$ cat src/rtl/ifetch_pkg.sv
// Shared types for the fetch stage.
package ifetch_pkg;
    // Source of the next program counter value.
    typedef enum logic [1:0] {
        PC_HOLD  = 2'd0,
        PC_SEQ   = 2'd1,
        PC_JUMP  = 2'd2,
        PC_QUEUE = 2'd3
    } pc_sel_e;
endpackage

$ cat src/rtl/ifetch_pc.sv
// Program counter register.
// Assumes: sel is one-hot in meaning; PC_HOLD keeps the value.
// The PC doubles as the address of the pending cache read.
module ifetch_pc
    import ifetch_pkg::*;
#(
    parameter int XLEN = 32,
    parameter int STEP = 4,
    parameter logic [XLEN-1:0] RESET_PC = '0
) (
    input  logic            clk,
    input  logic            rst_n,
    input  pc_sel_e         sel,
    input  logic [XLEN-1:0] jump_pc,
    input  logic [XLEN-1:0] queue_pc,
    output logic [XLEN-1:0] pc
);
    localparam logic [XLEN-1:0] INC = XLEN'(STEP);

    logic [XLEN-1:0] pc_nxt;

    // Pick the next PC from the selected source.
    always_comb begin
        unique case (sel)
            PC_SEQ:   pc_nxt = pc + INC;
            PC_JUMP:  pc_nxt = jump_pc;
            PC_QUEUE: pc_nxt = queue_pc;
            default:  pc_nxt = pc;
        endcase
    end

    // Register the PC, reset to the boot address.
    always_ff @(posedge clk) begin
        if (!rst_n) pc <= RESET_PC;
        else        pc <= pc_nxt;
    end
endmodule

$ cat src/rtl/ifetch_jmpq.sv
// One-entry parking slot for redirect targets.
// Assumes: load and clear never both matter in one cycle. If they do,
// load wins, so a newer target is never lost. A load over a full slot
// overwrites the older target.
module ifetch_jmpq #(
    parameter int XLEN = 32
) (
    input  logic            clk,
    input  logic            rst_n,
    input  logic            load,
    input  logic [XLEN-1:0] load_pc,
    input  logic            clear,
    output logic            full,
    output logic [XLEN-1:0] slot_pc
);
    // Track slot occupancy: load sets, clear empties.
    always_ff @(posedge clk) begin
        if (!rst_n)     full <= 1'b0;
        else if (load)  full <= 1'b1;
        else if (clear) full <= 1'b0;
    end

    // Capture the newest target; no reset needed on the data.
    always_ff @(posedge clk) begin
        if (load) slot_pc <= load_pc;
    end
endmodule

$ cat src/rtl/ifetch_rdtrk.sv
// Read-pending tracker for the cache port.
// Assumes: issue only when idle, done only when pending.
module ifetch_rdtrk (
    input  logic clk,
    input  logic rst_n,
    input  logic issue,
    input  logic done,
    output logic pending
);
    // Set on issue, clear on completion.
    always_ff @(posedge clk) begin
        if (!rst_n)     pending <= 1'b0;
        else if (issue) pending <= 1'b1;
        else if (done)  pending <= 1'b0;
    end
endmodule

$ cat src/rtl/ifetch_outreg.sv
// Output register toward decode.
// Assumes: hold is decode's stall. While it is high, nothing changes.
// Otherwise the valid bit follows load, and the data is captured on load.
module ifetch_outreg #(
    parameter int XLEN   = 32,
    parameter int INSN_W = 32
) (
    input  logic              clk,
    input  logic              rst_n,
    input  logic              hold,
    input  logic              load,
    input  logic [INSN_W-1:0] insn_in,
    input  logic [XLEN-1:0]   pc_in,
    output logic              vld,
    output logic [INSN_W-1:0] insn,
    output logic [XLEN-1:0]   pc
);
    // Valid bit: frozen under hold, else a bubble unless loading.
    always_ff @(posedge clk) begin
        if (!rst_n)    vld <= 1'b0;
        else if (!hold) vld <= load;
    end

    // Payload: captured only on an accepted load.
    always_ff @(posedge clk) begin
        if (!rst_n) begin
            insn <= '0;
            pc   <= '0;
        end else if (!hold && load) begin
            insn <= insn_in;
            pc   <= pc_in;
        end
    end
endmodule

$ cat src/rtl/ifetch_redirect.sv
// Fetch stage top.
// Issues one word read at a time, presents results to decode, and
// applies redirects directly when idle or via a one-entry slot otherwise.
// Assumes: the cache holds ic_ack/ic_rdata while ic_req stays high.
// A parked redirect can only exist while a read is pending if it
// arrived during that read, so a full slot marks the read wrong-path.
module ifetch_redirect
    import ifetch_pkg::*;
#(
    parameter int XLEN   = 32,
    parameter int INSN_W = 32,
    parameter logic [XLEN-1:0] RESET_PC = '0
) (
    input  logic              clk,
    input  logic              rst_n,
    input  logic              fe_stall,
    input  logic              redir_vld,
    input  logic [XLEN-1:0]   redir_pc,
    output logic              ic_req,
    output logic [XLEN-1:0]   ic_addr,
    input  logic              ic_ack,
    input  logic [INSN_W-1:0] ic_rdata,
    output logic              dec_vld,
    output logic [INSN_W-1:0] dec_insn,
    output logic [XLEN-1:0]   dec_pc
);
    localparam int STEP = INSN_W / 8;

    logic            pending;
    logic            slot_full;
    logic [XLEN-1:0] slot_pc;
    logic [XLEN-1:0] pc;
    logic            free;
    logic            wrong_path;
    logic            rd_done;
    logic            rd_good;
    logic            rd_issue;
    logic            park;
    logic            unpark;
    pc_sel_e         pc_sel;

    // Stage control: completion, discard, issue, parking and PC source.
    always_comb begin
        free       = !pending && !fe_stall;
        wrong_path = slot_full || redir_vld;
        rd_done    = pending && ic_ack && (wrong_path || !fe_stall);
        rd_good    = rd_done && !wrong_path;
        rd_issue   = free && !redir_vld && !slot_full;
        park       = redir_vld && (pending || fe_stall);
        unpark     = free;
        if (free && redir_vld)      pc_sel = PC_JUMP;
        else if (free && slot_full) pc_sel = PC_QUEUE;
        else if (rd_good)           pc_sel = PC_SEQ;
        else                        pc_sel = PC_HOLD;
    end

    ifetch_pc #(
        .XLEN(XLEN), .STEP(STEP), .RESET_PC(RESET_PC)
    ) u_pc (
        .clk(clk), .rst_n(rst_n), .sel(pc_sel),
        .jump_pc(redir_pc), .queue_pc(slot_pc), .pc(pc)
    );

    ifetch_jmpq #(.XLEN(XLEN)) u_jmpq (
        .clk(clk), .rst_n(rst_n), .load(park), .load_pc(redir_pc),
        .clear(unpark), .full(slot_full), .slot_pc(slot_pc)
    );

    ifetch_rdtrk u_rdtrk (
        .clk(clk), .rst_n(rst_n), .issue(rd_issue), .done(rd_done),
        .pending(pending)
    );

    ifetch_outreg #(.XLEN(XLEN), .INSN_W(INSN_W)) u_out (
        .clk(clk), .rst_n(rst_n), .hold(fe_stall), .load(rd_good),
        .insn_in(ic_rdata), .pc_in(pc),
        .vld(dec_vld), .insn(dec_insn), .pc(dec_pc)
    );

    // Drive the cache port from the tracker and the PC.
    always_comb begin
        ic_req  = pending;
        ic_addr = pc;
    end
endmodule

$ cat config.mk
export PLATFORM = sky130hd
export DESIGN_NAME = ifetch_redirect
export DESIGN_NICKNAME = d
export VERILOG_FILES = /design/src/rtl/ifetch_pkg.sv /design/src/rtl/ifetch_pc.sv /design/src/rtl/ifetch_jmpq.sv /design/src/rtl/ifetch_rdtrk.sv /design/src/rtl/ifetch_outreg.sv /design/src/rtl/ifetch_redirect.sv
export SDC_FILE = /design/constraint.sdc
export NUM_CORES = 1
export LEC_CHECK = 0
export ABC_AREA = 0
export BUFFER_PORTS_ARGS = -buffer_cell sky130_fd_sc_hd__buf_2
export CORE_AREA = 2 2 140 142
export CTS_BUF_LIST = sky130_fd_sc_hd__clkbuf_8 sky130_fd_sc_hd__clkbuf_16
export DETAILED_ROUTE_END_ITERATION = 6
export DIE_AREA = 0 0 142 144
export HOLD_SLACK_MARGIN = 0.05
export PLACE_DENSITY = 0.47
export SETUP_SLACK_MARGIN = 0.5
export SYNTH_ARGS = -nofsm -noshare
export SYNTH_HDL_FRONTEND = slang
export SYNTH_SLANG_ARGS = --single-unit
$ cat constraint.sdc
create_clock -name clk -period 7.4 [get_ports clk]
set_input_delay 2.22 -clock clk [delete_from_list [all_inputs] [get_ports clk]]
set_output_delay 2.22 -clock clk [all_outputs]
set_load 0.01 [all_outputs]
==> results of run 1 <==
[cell usage in the layout, fill, tap and decap left out, drive strengths merged, types with 17 or more instances in the layout]
| cell type | netlist | layout |
|---|---|---|
| buf | 8 | 171 |
| dfxtp | 99 | 99 |
| nor2 | 19 | 19 |
| o21ai | 24 | 24 |
| a21oi | 51 | 51 |
| a21boi | 34 | 34 |
| edfxtp | 32 | 32 |
| clkbuf | 34 | 17 |
| o22ai | 22 | 22 |
| nand2 | 166 | 166 |
[registers in the layout (all words and copies together) (netlist names)]
name / flops
u_out.vld: 1
u_out.pc: 32
u_pc.pc: 32
u_rdtrk.pending: 1
u_jmpq.full: 1
u_out.insn: 32
u_jmpq.slot_pc: 32
[cell families (layout without fill, tap and decap cells)]
family	Yosys count	after routing	share of synthesized area [%]
AND/OR/NAND/NOR	261	261	21.4
AO/OA/AOI/OAI	178	178	20.8
flip-flops	131	131	53.0
buffers and inverters	46	207	3.42
XOR/XNOR	4	4	0.631
multiplexers	3	3	0.563
adder cells (fa/ha/maj)	1	1	0.225
[through the flow]
| stage | util (%) | hold slack, ns |
|---|---|---|
| 5_1_grt | 37.6 | 0.471 |
| 3_3_place_gp | 34.4 | 0.441 |
| 4_1_cts | 37.6 | 0.453 |
| 3_5_place_dp | 34.4 | 0.444 |
| 2_1_floorplan | - | 0.481 |
| 6_report | 37.6 | 0.453 |
[tightest hold or removal path, cell delays in order, from the launching register on]
cell     delay, ns
dfxtp_1       0.30
nand2_1       0.05
a21oi_1       0.05
[area by class of cell]
type,count,area [µm²],share of cell area (%)
flip-flops and latches,131,2940,41.0
clock inverters,15,190,2.65
multi-input cells,447,2430,33.9
inverters,4,15.0,0.209
well taps,238,298,4.15
clock buffers,17,425,5.93
repair buffers,171,868,12.1
[layer usage]
metal	vias to the layer above	global-route usage, %	part of all wire [%]
met5	-	0	0
met4	0	5.95	1.8
met3	24	4.64	5.9
met2	164	29.3	49
met1	2460	22.3	43
li1	2545	-	-
[report_power, final]
group          switching, mW  internal [mW]  leakage, nW
combinational         0.0807         0.0518         1.39
sequential            0.0268          0.759         1.10
clock                  0.324          0.559        0.290
total                  0.431           1.37         2.78
[worst min path at each step]
stage                                        to  depth (start not counted)
finish              u_out.insn[14]$_SDFFE_PN0P_                          2
global route         u_out.insn[0]$_SDFFE_PN0P_                          2
CTS                 u_out.insn[14]$_SDFFE_PN0P_                          2
detailed placement  u_out.insn[14]$_SDFFE_PN0P_                          2
global placement    u_out.insn[16]$_SDFFE_PN0P_                          2
floorplan            u_out.insn[0]$_SDFFE_PN0P_                          2
==> flow_summary.toml, run 1 <==
[clock_tree]
cts-resized-gates = 0
tritoncts = "built"
clockBufferDepth = 2
path_clk_slew_ns = 0.06
clock-sinks = 131
worstSkewPairLatency_ns = 0.42
holdBufCountCts = 0
h-tree-depth = 4
numCtsBuffers = 17
cts_setup_buffers = 0
root_buffer = "clkbuf_16"

[sta]
setup_viol_count_final = 0
slew_headroom_pct = 20.2
slew_violations = 0
worst_slack_ns = 2.89
fin_crit_ns = 4.51
max_freq_mhz = 222
worst_pin_slew_ns = 1.19
hold_viol_final = 0
rsz0062_at_grt = "false"
setup_tns_ns = 0
finalCritPeriodShare_pct = 60.9
skew_ns = 0.00685

[setup_path]
path_delay_family = "buffers and inverters"
cp-start-kind = "input pin"
arrival_ns = 4.80
cp_num_cells = 3
crit_path_start = "rst_n"
path_cells = "buf_2 -> clkinv_1 -> a2111oi_2"
cp_num_buf_inv = 2
crit_path_end_kind = "flip-flop"
crit_end = "u_pc.pc[30]$_SDFFE_PN0P_"
required_ns = 7.69
regToRegSetupSlack_ns = 4.74
reg2reg_depth = 5
r2r_end = "u_pc.pc[31]$_SDFFE_PN0P_"
path_class = "input pin to flip-flop"
cpMaxStageDelayCell = "clkinv_1"
path_max_fanout = 60
rr_startpoint = "u_pc.pc[10]$_SDFFE_PN0P_"
max_stage_delay_ns = 1.24

[finish]
design_area_mm2 = 0.00717
fillers = 1977
final_nets = 842
final_layout_size_suffix_gt1_share_pct = 27.5
antenna_cells = 0
final_cells = 1023
syn2layout_area_growth_pct = 29.2

[pwr]
p_per_area_mw_per_mm2 = 251
peakVddDrop_uv = 158
leakagePower_nw = 2.78
power.total_mw = 1.80

[detailed_routing]
wire_per_inst_um = 17.5
routed_wl_um = 17900
drc = 0
drt-initial-drc-count = 327
dr_total_vias = 5193
dr.pass1.iters = 5
routed_via_density = 5.08
ant_nets = 0

[placement]
gp_congestion = 0.817
placed_cell_area_mm2 = 0.00656
io_buffers = 166
dp.final_hpwl_um = 12500
dp_slack_ns = 2.41
placed_cells = 991

[synth]
yosysSeqAreaShare_pct = 53.0
syn-cell-area_mm2 = 0.00555
synth_flop_cell = "dfxtp_1"
yosys.area.top_type = "dfxtp_1"
netlist.area_leader.share_pct = 35.7
async_reset_ff_share_pct = 0
netlist_instances = 624
synthDistinctLibCells = 63
ys_warn_count = 0
synth_fp_nets = 694
synth-edff-count = 32
netlist_top_cells_count = "nand2_1 (166), dfxtp_1 (99), a21oi_1 (51), a21boi_0 (34), clkbuf_1 (34)"
avgSynthCellArea_um2 = 8.90
synth_most_common_cell = "nand2_1"
synthTopCellsByArea = "dfxtp_1 (36%), edfxtp_1 (17%), nand2_1 (11%)"
ys_ff_latch = 131

[global_route]
grt_max_degree = 79
grt_usage_pct = 17.7
grt_pass1_vias = 4975
antenna_found_initial = 0
grt_pass1_wl_um = 27500
grt_overflow = 0

[floorplanning]
pin_count = 167
start_util_pct = 29.1
row_count = 51
die_area_mm2 = 0.0204
coreArea_mm2 = 0.0191
fp.dieH_um = 144
die_x_um = 142

[worst_hold_path]
worstHoldStart = "u_out.insn[14]$_SDFFE_PN0P_"
hp-class = "flip-flop to flip-flop"

[flow_run]
drv_cap = 0

[outcome]
status = "finished, final reports clean"
No activity file was read; power rests on OpenSTA's default activity.
==> run 2: changes to the inputs <==
Settings changed: ABC_AREA 0 to 1, CORE_AREA 2 2 140 142 to 2 2 142 144, DIE_AREA 0 0 142 144 to 0 0 144 146, PLACE_DENSITY 0.47 to 0.49.
Clock period 7.4 ns to 4.1 ns, I/O delays scaled along.
==> flow_summary.toml, run 2 <==
[synth]
netlist_instances = 737
synthTopCellsByArea = "dfxtp_1 (35%), edfxtp_1 (17%), nand2_1 (16%)"
ys_ff_latch = 131
async_reset_ff_share_pct = 0
yosysSeqAreaShare_pct = 51.4
synth_flop_cell = "dfxtp_1"
netlist_top_cells_count = "nand2_1 (243), dfxtp_1 (99), a21oi_1 (92), nor2_1 (71), o21ai_0 (43)"
syn-cell-area_mm2 = 0.00573
ys_warn_count = 0
synth-edff-count = 32
avgSynthCellArea_um2 = 7.77
synth_most_common_cell = "nand2_1"
yosys.area.top_type = "dfxtp_1"
netlist.area_leader.share_pct = 34.6
synth_fp_nets = 807
synthDistinctLibCells = 29

[floorplanning]
coreArea_mm2 = 0.0193
fp.dieH_um = 146
start_util_pct = 29.6
die_area_mm2 = 0.0210
pin_count = 167
die_x_um = 144
row_count = 51

[pwr]
leakagePower_nw = 3.08
switching_power_mw = 0.892
p_per_area_mw_per_mm2 = 433
internal_power_mw = 2.29
p_clk_share_pct = 45.8
pwr-share-comb_pct = 8.8
peakVddDrop_uv = 282
swShare_pct = 28.1
power_frac_seq_pct = 45.4

[clock_tree]
cts-resized-gates = 0
numCtsBuffers = 17
h-tree-depth = 4
holdBufCountCts = 0
worstSkewPairLatency_ns = 0.43
tritoncts = "built"
clock-sinks = 131
clockBufferDepth = 2
root_buffer = "clkbuf_16"
path_clk_slew_ns = 0.06
cts_setup_buffers = 0

[finish]
final_nets = 960
final_common_cell = "nand2_1"
final_layout_size_suffix_gt1_share_pct = 25.0
syn2layout_area_growth_pct = 28.2
final_cells = 1169
final_cell_mix = "nand2_1 (243), buf_2 (166), dfxtp_1 (99), a21oi_1 (92), nor2_1 (70)"

[placement]
placed_cells = 1136
gp_congestion = 0.886
io_buffers = 166
dp.final_hpwl_um = 12500

[global_route]
antenna_found_initial = 1
grt_pass1_vias = 4997
grt_usage_pct = 17.0
grt_overflow = 0
grt_pass1_wl_um = 27700
grt_max_degree = 65

[setup_path]
path_class = "input pin to flip-flop"
required_ns = 4.46
path_max_fanout = 64
cp-start-kind = "input pin"
arrival_ns = 2.92
crit_path_end_kind = "flip-flop"

[sta]
worst_pin_slew_ns = 1.02
finalCritPeriodShare_pct = 62.6
max_freq_mhz = 390
rsz0062_at_grt = "false"
setup_viol_count_final = 0
slew_violations = 0
fin_crit_ns = 2.57
hold_viol_final = 0
setup_tns_ns = 0
skew_ns = 0.00888
slew_headroom_pct = 31.8

[detailed_routing]
drt-initial-drc-count = 292
drc = 0
dr_total_vias = 5301
ant_nets = 0
dr.pass1.iters = 4
wire_per_inst_um = 15.2
routed_via_density = 4.53
routed_wl_um = 17700

[worst_hold_path]
hp-class = "flip-flop to flip-flop"

[outcome]
status = "finished, final reports clean"

[flow_run]
drv_cap = 0
==> run 2: logic make-up (layout without fill, tap and decap cells) <==
logic type | after synthesis | after routing | share of synthesized area (%)
buffers and inverters | 74 | 240 | 5.44
DFF | 131 | 131 | 51.4
AOI/OAI and AO/OA | 168 | 168 | 16.5
other | 0 | 1 | 0
adders and majority gates | 1 | 1 | 0.218
xor gates and xnor gates | 11 | 11 | 1.68
and+or+nand+nor | 352 | 352 | 24.8
==> run 2: worst paths after layout <==
path	startpoint	to	slack [ns]	depth (start not counted)
worst max-delay path	redir_vld	u_out.pc[24]$_SDFFE_PN0P_	1.53	7
worst min-delay path	u_out.pc[4]$_SDFFE_PN0P_	u_out.pc[4]$_SDFFE_PN0P_	0.46	2
worst min register to register	u_out.pc[4]$_SDFFE_PN0P_	u_out.pc[4]$_SDFFE_PN0P_	0.46	2
worst max register to register	u_pc.pc[2]$_SDFFE_PN0P_	u_pc.pc[18]$_SDFFE_PN0P_	2.00	8
==> run 2: through the flow <==
stage	cell area (µm²)	power [mW]	util (%)	hold WS (ns)	worst slack, ns
floorplan	5730	1.62	-	0.481	0.878
global placement	6780	1.75	35.1	0.444	1.11
detailed placement	6780	1.76	35.1	0.453	1.07
CTS	7340	3.22	38.0	0.462	1.51
global route	7340	3.31	38.0	0.475	1.30
finish	7340	3.18	38.0	0.460	1.53
==> run 2: critical path, stage by stage <==
cell and delay (ns):
buf_2 0.12, nor2_4 0.16, nand3_4 0.37, inv_2 0.40
buf_12 0.31, o21ai_0 0.13, a21oi_1 0.13
==> run 2: final cells by class <==
| class | instances | area (µm²) |
|---|---|---|
| inverter | 36 | 135 |
| fill | 2082 | 12000 |
| multi-input combinational | 532 | 2480 |
| timing repair buffer | 172 | 888 |
| tap | 265 | 332 |
| antenna | 1 | 2.50 |
| clock inverter | 15 | 136 |
| clock buffer | 17 | 425 |
| sequential | 131 | 2940 |
==> run 2: power by group through the flow <==
stage          logic (mW)  registers [mW]  clock network (mW)
3_3_place_gp        0.282            1.47                   0
5_1_grt             0.316            1.45                1.55
2_1_floorplan       0.153            1.46                   0
3_5_place_dp        0.284            1.47                   0
4_1_cts             0.285            1.44                1.49
6_report            0.279            1.44                1.46
==> run 2: routing by layer <==
metal  vias up  GRT usage (%)  wire (µm)
li1       2743              -          -
met2       147           25.8       7730
met4         0           5.59        249
met5         -              0          0
met3        18           3.92        943
met1      2393           23.8       8800
